==> config.mk <==
export PLATFORM = sky130hd
export DESIGN_NAME = line_ratio_decimator
export DESIGN_NICKNAME = d
export VERILOG_FILES = /design/src/rtl/lrd_pkg.sv /design/src/rtl/lrd_cfg_hold.sv /design/src/rtl/lrd_phase_acc.sv /design/src/rtl/lrd_rep_out.sv /design/src/rtl/line_ratio_decimator.sv
export SDC_FILE = /design/constraint.sdc
export NUM_CORES = 1
export LEC_CHECK = 0
export BUFFER_PORTS_ARGS = -buffer_cell sky130_fd_sc_hd__buf_2
export CORE_UTILIZATION = 60
export CTS_CLUSTER_SIZE = 30
export DETAILED_ROUTE_END_ITERATION = 12
export HOLD_SLACK_MARGIN = 0.06
export MAX_ROUTING_LAYER = met4
export PLACE_DENSITY = 0.94
export SKIP_LAST_GASP = 1
export SLEW_MARGIN = 30
export SYNTH_ARGS = -nofsm -noshare
export SYNTH_HDL_FRONTEND = slang
export SYNTH_SLANG_ARGS = --single-unit
==> constraint.sdc <==
create_clock -name clk -period 5.7 [get_ports clk]
set_input_delay 0.285 -clock clk [delete_from_list [all_inputs] [get_ports clk]]
set_output_delay 0.285 -clock clk [all_outputs]
set_load 0.02 [all_outputs]
==> src/rtl/lrd_pkg.sv <==
package lrd_pkg;

    localparam int unsigned RATIO_DEN   = 96;
    localparam int unsigned H_NUM_BITS  = 6;
    localparam int unsigned V_NUM_BITS  = 7;
    localparam int unsigned H_NUM_LIMIT = 48;
    localparam int unsigned V_NUM_LIMIT = 96;
    localparam int unsigned REP_BITS    = 3;

    typedef enum logic [1:0] {
        HEXP_X1  = 2'b00,
        HEXP_X2  = 2'b01,
        HEXP_RSV = 2'b10,
        HEXP_X4  = 2'b11
    } hexp_e;

    typedef struct packed {
        hexp_e hexp;
        logic  vexp;
    } expand_t;

    function automatic logic [REP_BITS-1:0] rep_count(input hexp_e code);
        case (code)
            HEXP_X2: rep_count = 3'd2;
            HEXP_X4: rep_count = 3'd4;
            default: rep_count = 3'd1;
        endcase
    endfunction

endpackage

==> src/rtl/lrd_cfg_hold.sv <==
module lrd_cfg_hold
    import lrd_pkg::*;
#(
    parameter int unsigned H_NUM_W = H_NUM_BITS,
    parameter int unsigned V_NUM_W = V_NUM_BITS,
    parameter int unsigned H_MAX   = H_NUM_LIMIT,
    parameter int unsigned V_MAX   = V_NUM_LIMIT
) (
    input  logic               clk,
    input  logic               rst,
    input  logic               load,
    input  logic [H_NUM_W-1:0] h_in,
    input  logic [V_NUM_W-1:0] v_in,
    input  expand_t            exp_in,
    output logic [H_NUM_W-1:0] h_eff,
    output logic [V_NUM_W-1:0] v_eff,
    output expand_t            exp_eff
);

    localparam logic [H_NUM_W-1:0] H_CAP = H_NUM_W'(H_MAX);
    localparam logic [V_NUM_W-1:0] V_CAP = V_NUM_W'(V_MAX);

    logic [H_NUM_W-1:0] h_q, h_clamp;
    logic [V_NUM_W-1:0] v_q, v_clamp;
    expand_t            exp_q;

    assign h_clamp = (h_in > H_CAP) ? H_CAP : h_in;
    assign v_clamp = (v_in > V_CAP) ? V_CAP : v_in;

    always_ff @(posedge clk) begin
        if (rst) begin
            h_q        <= '0;
            v_q        <= '0;
            exp_q.hexp <= HEXP_X1;
            exp_q.vexp <= 1'b0;
        end else if (load) begin
            h_q   <= h_clamp;
            v_q   <= v_clamp;
            exp_q <= exp_in;
        end
    end

    // The field-start cycle already works with the new setting.
    assign h_eff   = load ? h_clamp : h_q;
    assign v_eff   = load ? v_clamp : v_q;
    assign exp_eff = load ? exp_in  : exp_q;

endmodule

==> src/rtl/lrd_phase_acc.sv <==
module lrd_phase_acc
    import lrd_pkg::*;
#(
    parameter int unsigned NUM_W = H_NUM_BITS,
    parameter int unsigned DEN   = RATIO_DEN
) (
    input  logic             clk,
    input  logic             rst,
    input  logic             restart,
    input  logic             step,
    input  logic [NUM_W-1:0] num,
    output logic             keep
);

    localparam int unsigned ACC_W = $clog2(DEN);
    localparam int unsigned SUM_W = ACC_W + 1;
    localparam logic [SUM_W-1:0] DEN_S = SUM_W'(DEN);

    logic [ACC_W-1:0] acc;
    logic [ACC_W-1:0] base;
    logic [SUM_W-1:0] sum;
    logic             wrap;

    assign base = restart ? '0 : acc;
    assign sum  = {1'b0, base} + SUM_W'(num);
    assign wrap = (sum >= DEN_S);
    assign keep = step && wrap;

    always_ff @(posedge clk) begin
        if (rst) begin
            acc <= '0;
        end else if (step) begin
            acc <= wrap ? ACC_W'(sum - DEN_S) : ACC_W'(sum);
        end else if (restart) begin
            acc <= '0;
        end
    end

endmodule

==> src/rtl/lrd_rep_out.sv <==
module lrd_rep_out
    import lrd_pkg::*;
#(
    parameter int unsigned PIX_W = 8
) (
    input  logic                clk,
    input  logic                rst,
    input  logic                take,
    input  logic [PIX_W-1:0]    data,
    input  logic [REP_BITS-1:0] reps,
    output logic                out_valid,
    output logic [PIX_W-1:0]    out_data,
    output logic                in_ready
);

    logic [REP_BITS-1:0] left;

    always_ff @(posedge clk) begin
        if (rst) begin
            out_valid <= 1'b0;
            out_data  <= '0;
            left      <= '0;
        end else if (take) begin
            out_valid <= 1'b1;
            out_data  <= data;
            left      <= reps - 1'b1;
        end else if (left != '0) begin
            out_valid <= 1'b1;
            left      <= left - 1'b1;
        end else begin
            out_valid <= 1'b0;
        end
    end

    assign in_ready = (left == '0);

endmodule

==> src/rtl/line_ratio_decimator.sv <==
module line_ratio_decimator
    import lrd_pkg::*;
#(
    parameter int unsigned PIX_W   = 8,
    parameter int unsigned H_NUM_W = H_NUM_BITS,
    parameter int unsigned V_NUM_W = V_NUM_BITS,
    parameter int unsigned H_MAX   = H_NUM_LIMIT,
    parameter int unsigned V_MAX   = V_NUM_LIMIT,
    parameter int unsigned DEN     = RATIO_DEN
) (
    input  logic               clk,
    input  logic               rst,
    input  logic [H_NUM_W-1:0] hk_cfg,
    input  logic [V_NUM_W-1:0] vk_cfg,
    input  logic [1:0]         hexp_cfg,
    input  logic               vexp_cfg,
    input  logic               line_start,
    input  logic               field_start,
    input  logic               in_valid,
    input  logic [PIX_W-1:0]   in_data,
    output logic               in_ready,
    output logic               out_valid,
    output logic [PIX_W-1:0]   out_data,
    output logic               out_line_valid,
    output logic               out_line_rep
);

    logic               line_go;
    logic               accept;
    logic [H_NUM_W-1:0] h_num;
    logic [V_NUM_W-1:0] v_num;
    expand_t            exp_in, exp_eff;
    logic               v_keep, h_keep;
    logic               line_kept, line_rep, line_now, take;

    assign line_go     = line_start | field_start;
    assign exp_in.hexp = hexp_e'(hexp_cfg);
    assign exp_in.vexp = vexp_cfg;

    lrd_cfg_hold #(
        .H_NUM_W (H_NUM_W),
        .V_NUM_W (V_NUM_W),
        .H_MAX   (H_MAX),
        .V_MAX   (V_MAX)
    ) u_cfg (
        .clk     (clk),
        .rst     (rst),
        .load    (field_start),
        .h_in    (hk_cfg),
        .v_in    (vk_cfg),
        .exp_in  (exp_in),
        .h_eff   (h_num),
        .v_eff   (v_num),
        .exp_eff (exp_eff)
    );

    lrd_phase_acc #(.NUM_W(V_NUM_W), .DEN(DEN)) u_vacc (
        .clk     (clk),
        .rst     (rst),
        .restart (field_start),
        .step    (line_go),
        .num     (v_num),
        .keep    (v_keep)
    );

    always_ff @(posedge clk) begin
        if (rst) begin
            line_kept <= 1'b0;
            line_rep  <= 1'b0;
        end else if (line_go) begin
            line_kept <= v_keep;
            line_rep  <= v_keep && exp_eff.vexp;
        end
    end

    assign accept   = in_valid && in_ready;
    assign line_now = line_go ? v_keep : line_kept;

    lrd_phase_acc #(.NUM_W(H_NUM_W), .DEN(DEN)) u_hacc (
        .clk     (clk),
        .rst     (rst),
        .restart (line_go),
        .step    (accept),
        .num     (h_num),
        .keep    (h_keep)
    );

    assign take = h_keep && line_now;

    lrd_rep_out #(.PIX_W(PIX_W)) u_out (
        .clk       (clk),
        .rst       (rst),
        .take      (take),
        .data      (in_data),
        .reps      (rep_count(exp_eff.hexp)),
        .out_valid (out_valid),
        .out_data  (out_data),
        .in_ready  (in_ready)
    );

    assign out_line_valid = line_kept;
    assign out_line_rep   = line_rep;

endmodule

==> summary.md <==
| Metric | Value |
|---|---|
| Port Buf Inserts | 40 |
| Setup TNS | 0 ns |
| DRC | 0 |
| Final Power | 0.833 mW |
| Pwr dens | 289 mW/mm² |
| Clock Skew | 0.00749 ns |
| CP startpoint kind | input port |
| Switching share of power | 0.316 |
| Total CTS buffers | 5 |
| Post-Syn Area | 0.00258 mm² |
| Slew Viols, Final | 0 |
| CTS clk-pin slew, worst paths | 0.09 ns |
| Unrepaired setup endpoints after global routing | false |
| Synth warn | 0 |
| Largest net degree at the start of global routing | 45 |
| Number of synthesized flops with an enable pin | 0 |
| HP Start | in_data[7] |
| Routed len/inst | 14.3 µm |
| Antenna cells | 0 |
| Leakage power total | 1.21 nW |
| Synth cell types | 50 |
| Post-placement setup slack | 1.57 ns |
| Starting Density | 0.636 |
| Top-area cell type share of the netlist area | 0.341 |
| Antenna violations before repair | 0 |
| Sequential share of power | 0.418 |
| Die area | 0.00457 mm² |
| Clock root buffer | clkbuf_8 |
| Syn Inst Count | 307 |
| Cells on Worst Hold Path | 3 |
| Fin worst setup slack | 1.85 ns |
| Clock Power Share | 0.310 |
| DR vias | 2,281 |
| Die height | 67.6 µm |
| Reg-to-reg endpoint | u_out.left[2] |
| Seq/Total Area, Yosys | 0.341 |
| Final Setup Violations | 0 |
| Worst-skew pair later-pin latency | 0.30 ns |
| DR pass1 iterations | 5 |
| Vias/cell | 5.89 |
| Nets@finish | 381 |
| Synth top area cells | dfxtp_1, ha_1, nor2b_1 |
| Vias in the first global route | 2,073 |
| Status | finished clean |
| FF-to-FF Start | u_cfg.v_q[0] |
| Post-cts repair resize count | 0 |
| Routability congestion estimate from global placement | 0.882 |
| Core Box Area | 0.00406 mm² |
| Reg2Reg Depth | 14 |
| Hold-fix buffers, CTS | 0 |
| Most numerous cell in the Yosys netlist | dfxtp_1 |
| First-pass GRT wire length | 8.87 mm |
| Post-CTS Setup Bufs | 0 |
| Synthesized flop and latch total | 44 |
| Sw power | 0.264 mW |
| Worst Setup SP | field_start |
| P&R area growth vs syn | 11.6% |
| WP data required | 5.91 ns |
| Max FO, Critical Path | 35 |
| Gate power share | 0.272 |
| Worst hold endpoint | u_out.out_data[7] |
| Count of final hold-check violations | 0 |
| Worst R2R Setup Slack | 2.20 ns |
| Internal | 0.569 mW |
| # rows | 23 |
| Crit path time final | 3.85 ns |
| Synth top cells by count | dfxtp_1, o21ai_0, nor2_1 |
| Max-cap viol count | 0 |
| Worst slew margin | 0.478 |
| Worst Max-Slew Pin Slew | 0.784 ns |
| Clock buffer depth | 2 |
| IO Pins | 41 |
| GRT overflow | 0 |
| Syn nets | 352 |
| Syn_area_per_cell | 8.40 µm² |
| Total GRT Usage | 0.266 |
| Tcrit/Tclk final | 0.675 |
| Crit end category | register |
| Top_reg_cell synth | dfxtp_1 |
| Post-route ant nets | 0 |
| Fmax | 0.260 GHz |
| Setup Crit Path Kind | input port to register |
| CP arrival | 4.06 ns |
| CTS Sinks | 44 |
| H-tree Lvls | 2 |
| DRT iter0 DRCs | 107 |
| Routed wire length | 5.55 mm |
| Asr flop ratio synth | 0 |
| Chip width | 67.6 µm |
| Hold Path Class | input port to register |
| Synth area leader | dfxtp_1 |
| Post-DP HPWL | 3.88 mm |
| Share of layout cells above drive strength 1 | 0.190 |
| CTS tree | built |
| Peak VDD IR | 214 µV |
==> per-layer routing <==
layer	up-vias	share of wire	track usage
met5	-	0	-
met4	0	0.0085	0.0745
met3	6	0.051	0.0726
met2	69	0.49	0.434
met1	1056	0.45	0.317
li1	1150	-	-
==> registers in the layout, summed over array words and instances, names as in the netlist <==
name / flops
u_hacc.acc: 7
u_vacc.acc: 7
u_out.out_valid: 1
out_line_valid: 1
u_out.out_data: 8
u_out.left: 3
u_cfg.h_q: 6
u_cfg.exp_q: 3
u_cfg.v_q: 7
out_line_rep: 1
==> cells in the final DEF, fill, tap and decap left out, types with 3 or more instances in the layout <==
cell,Yosys,routed
nand3_1,20,20
dfxtp_1,44,44
o21ai_0,26,26
a211oi_1,12,12
o21ai_1,4,4
xnor2_1,3,3
nand3b_1,3,3
nand2_1,18,18
a21oi_1,20,20
o21a_1,4,4
nor3_1,7,7
nor2_1,24,24
buf_2,1,40
and2_1,8,8
mux2_2,4,4
nor2b_1,23,23
mux2i_1,7,7
clkbuf_8,0,6
a21o_1,5,5
ha_1,14,14
inv_1,11,11
==> logic make-up after synthesis <==
kind of cell	Yosys count	synth area share
and+or+nand+nor	113	0.226
xor gates and xnor gates	3	0.0102
muxes	12	0.0500
AOI/OAI and AO/OA	90	0.241
DFF	44	0.341
adders and majority gates	16	0.0834
buffers and inverters	29	0.0485
==> layout make-up <==
cell class | count | area (µm²)
Clock buffer | 6 | 82.6
Sequential cell | 44 | 881
Fill cell | 318 | 1180
Inverter | 11 | 41.3
Tap cell | 50 | 62.6
Clock inverter | 2 | 38.8
Multi-Input combinational cell | 234 | 1570
Timing Repair Buffer | 40 | 200
==> power by group through the flow <==
stage	clock, mW	sequential [mW]	combinational [mW]
after floorplan	0	0.356	0.176
after global placement	0	0.353	0.216
after detailed placement	0	0.355	0.224
after CTS	0.256	0.348	0.227
after global routing	0.270	0.351	0.251
final	0.258	0.348	0.227
==> metrics by stage <==
stage	util	hold WS [ns]	cells	cell area [µm²]
6_report	0.710	0.223	387	2880
5_1_grt	0.710	0.219	387	2880
4_1_cts	0.710	0.221	387	2880
3_5_place_dp	0.680	0.438	379	2760
3_3_place_gp	0.680	0.434	379	2760
2_1_floorplan	-	0.427	307	2580
==> worst max-delay path by stage <==
stage                                to  slack, ns  cells past startpoint
after CTS                 u_out.left[2]       1.84                     15
final                     u_out.left[2]       1.85                     15
after detailed placement  u_out.left[2]       1.57                     15
after floorplan           u_out.left[2]       2.18                     16
after global routing      u_out.left[2]       1.50                     15
after global placement    u_out.left[2]       1.72                     15
==> critical path: stages <==
cell	delay, ns
buf_2	0.47
nor2_1	0.32
and2_1	0.27
ha_1	0.23
fa_1	0.44
a211oi_1	0.38
or3_1	0.18
o22ai_1	0.07
a221o_1	0.38
o21ai_4	0.27
nor3_1	0.07
a21oi_1	0.18
ha_1	0.18
nand3_1	0.08
a211oi_1	0.23
(Power assumes the default switching activity.)
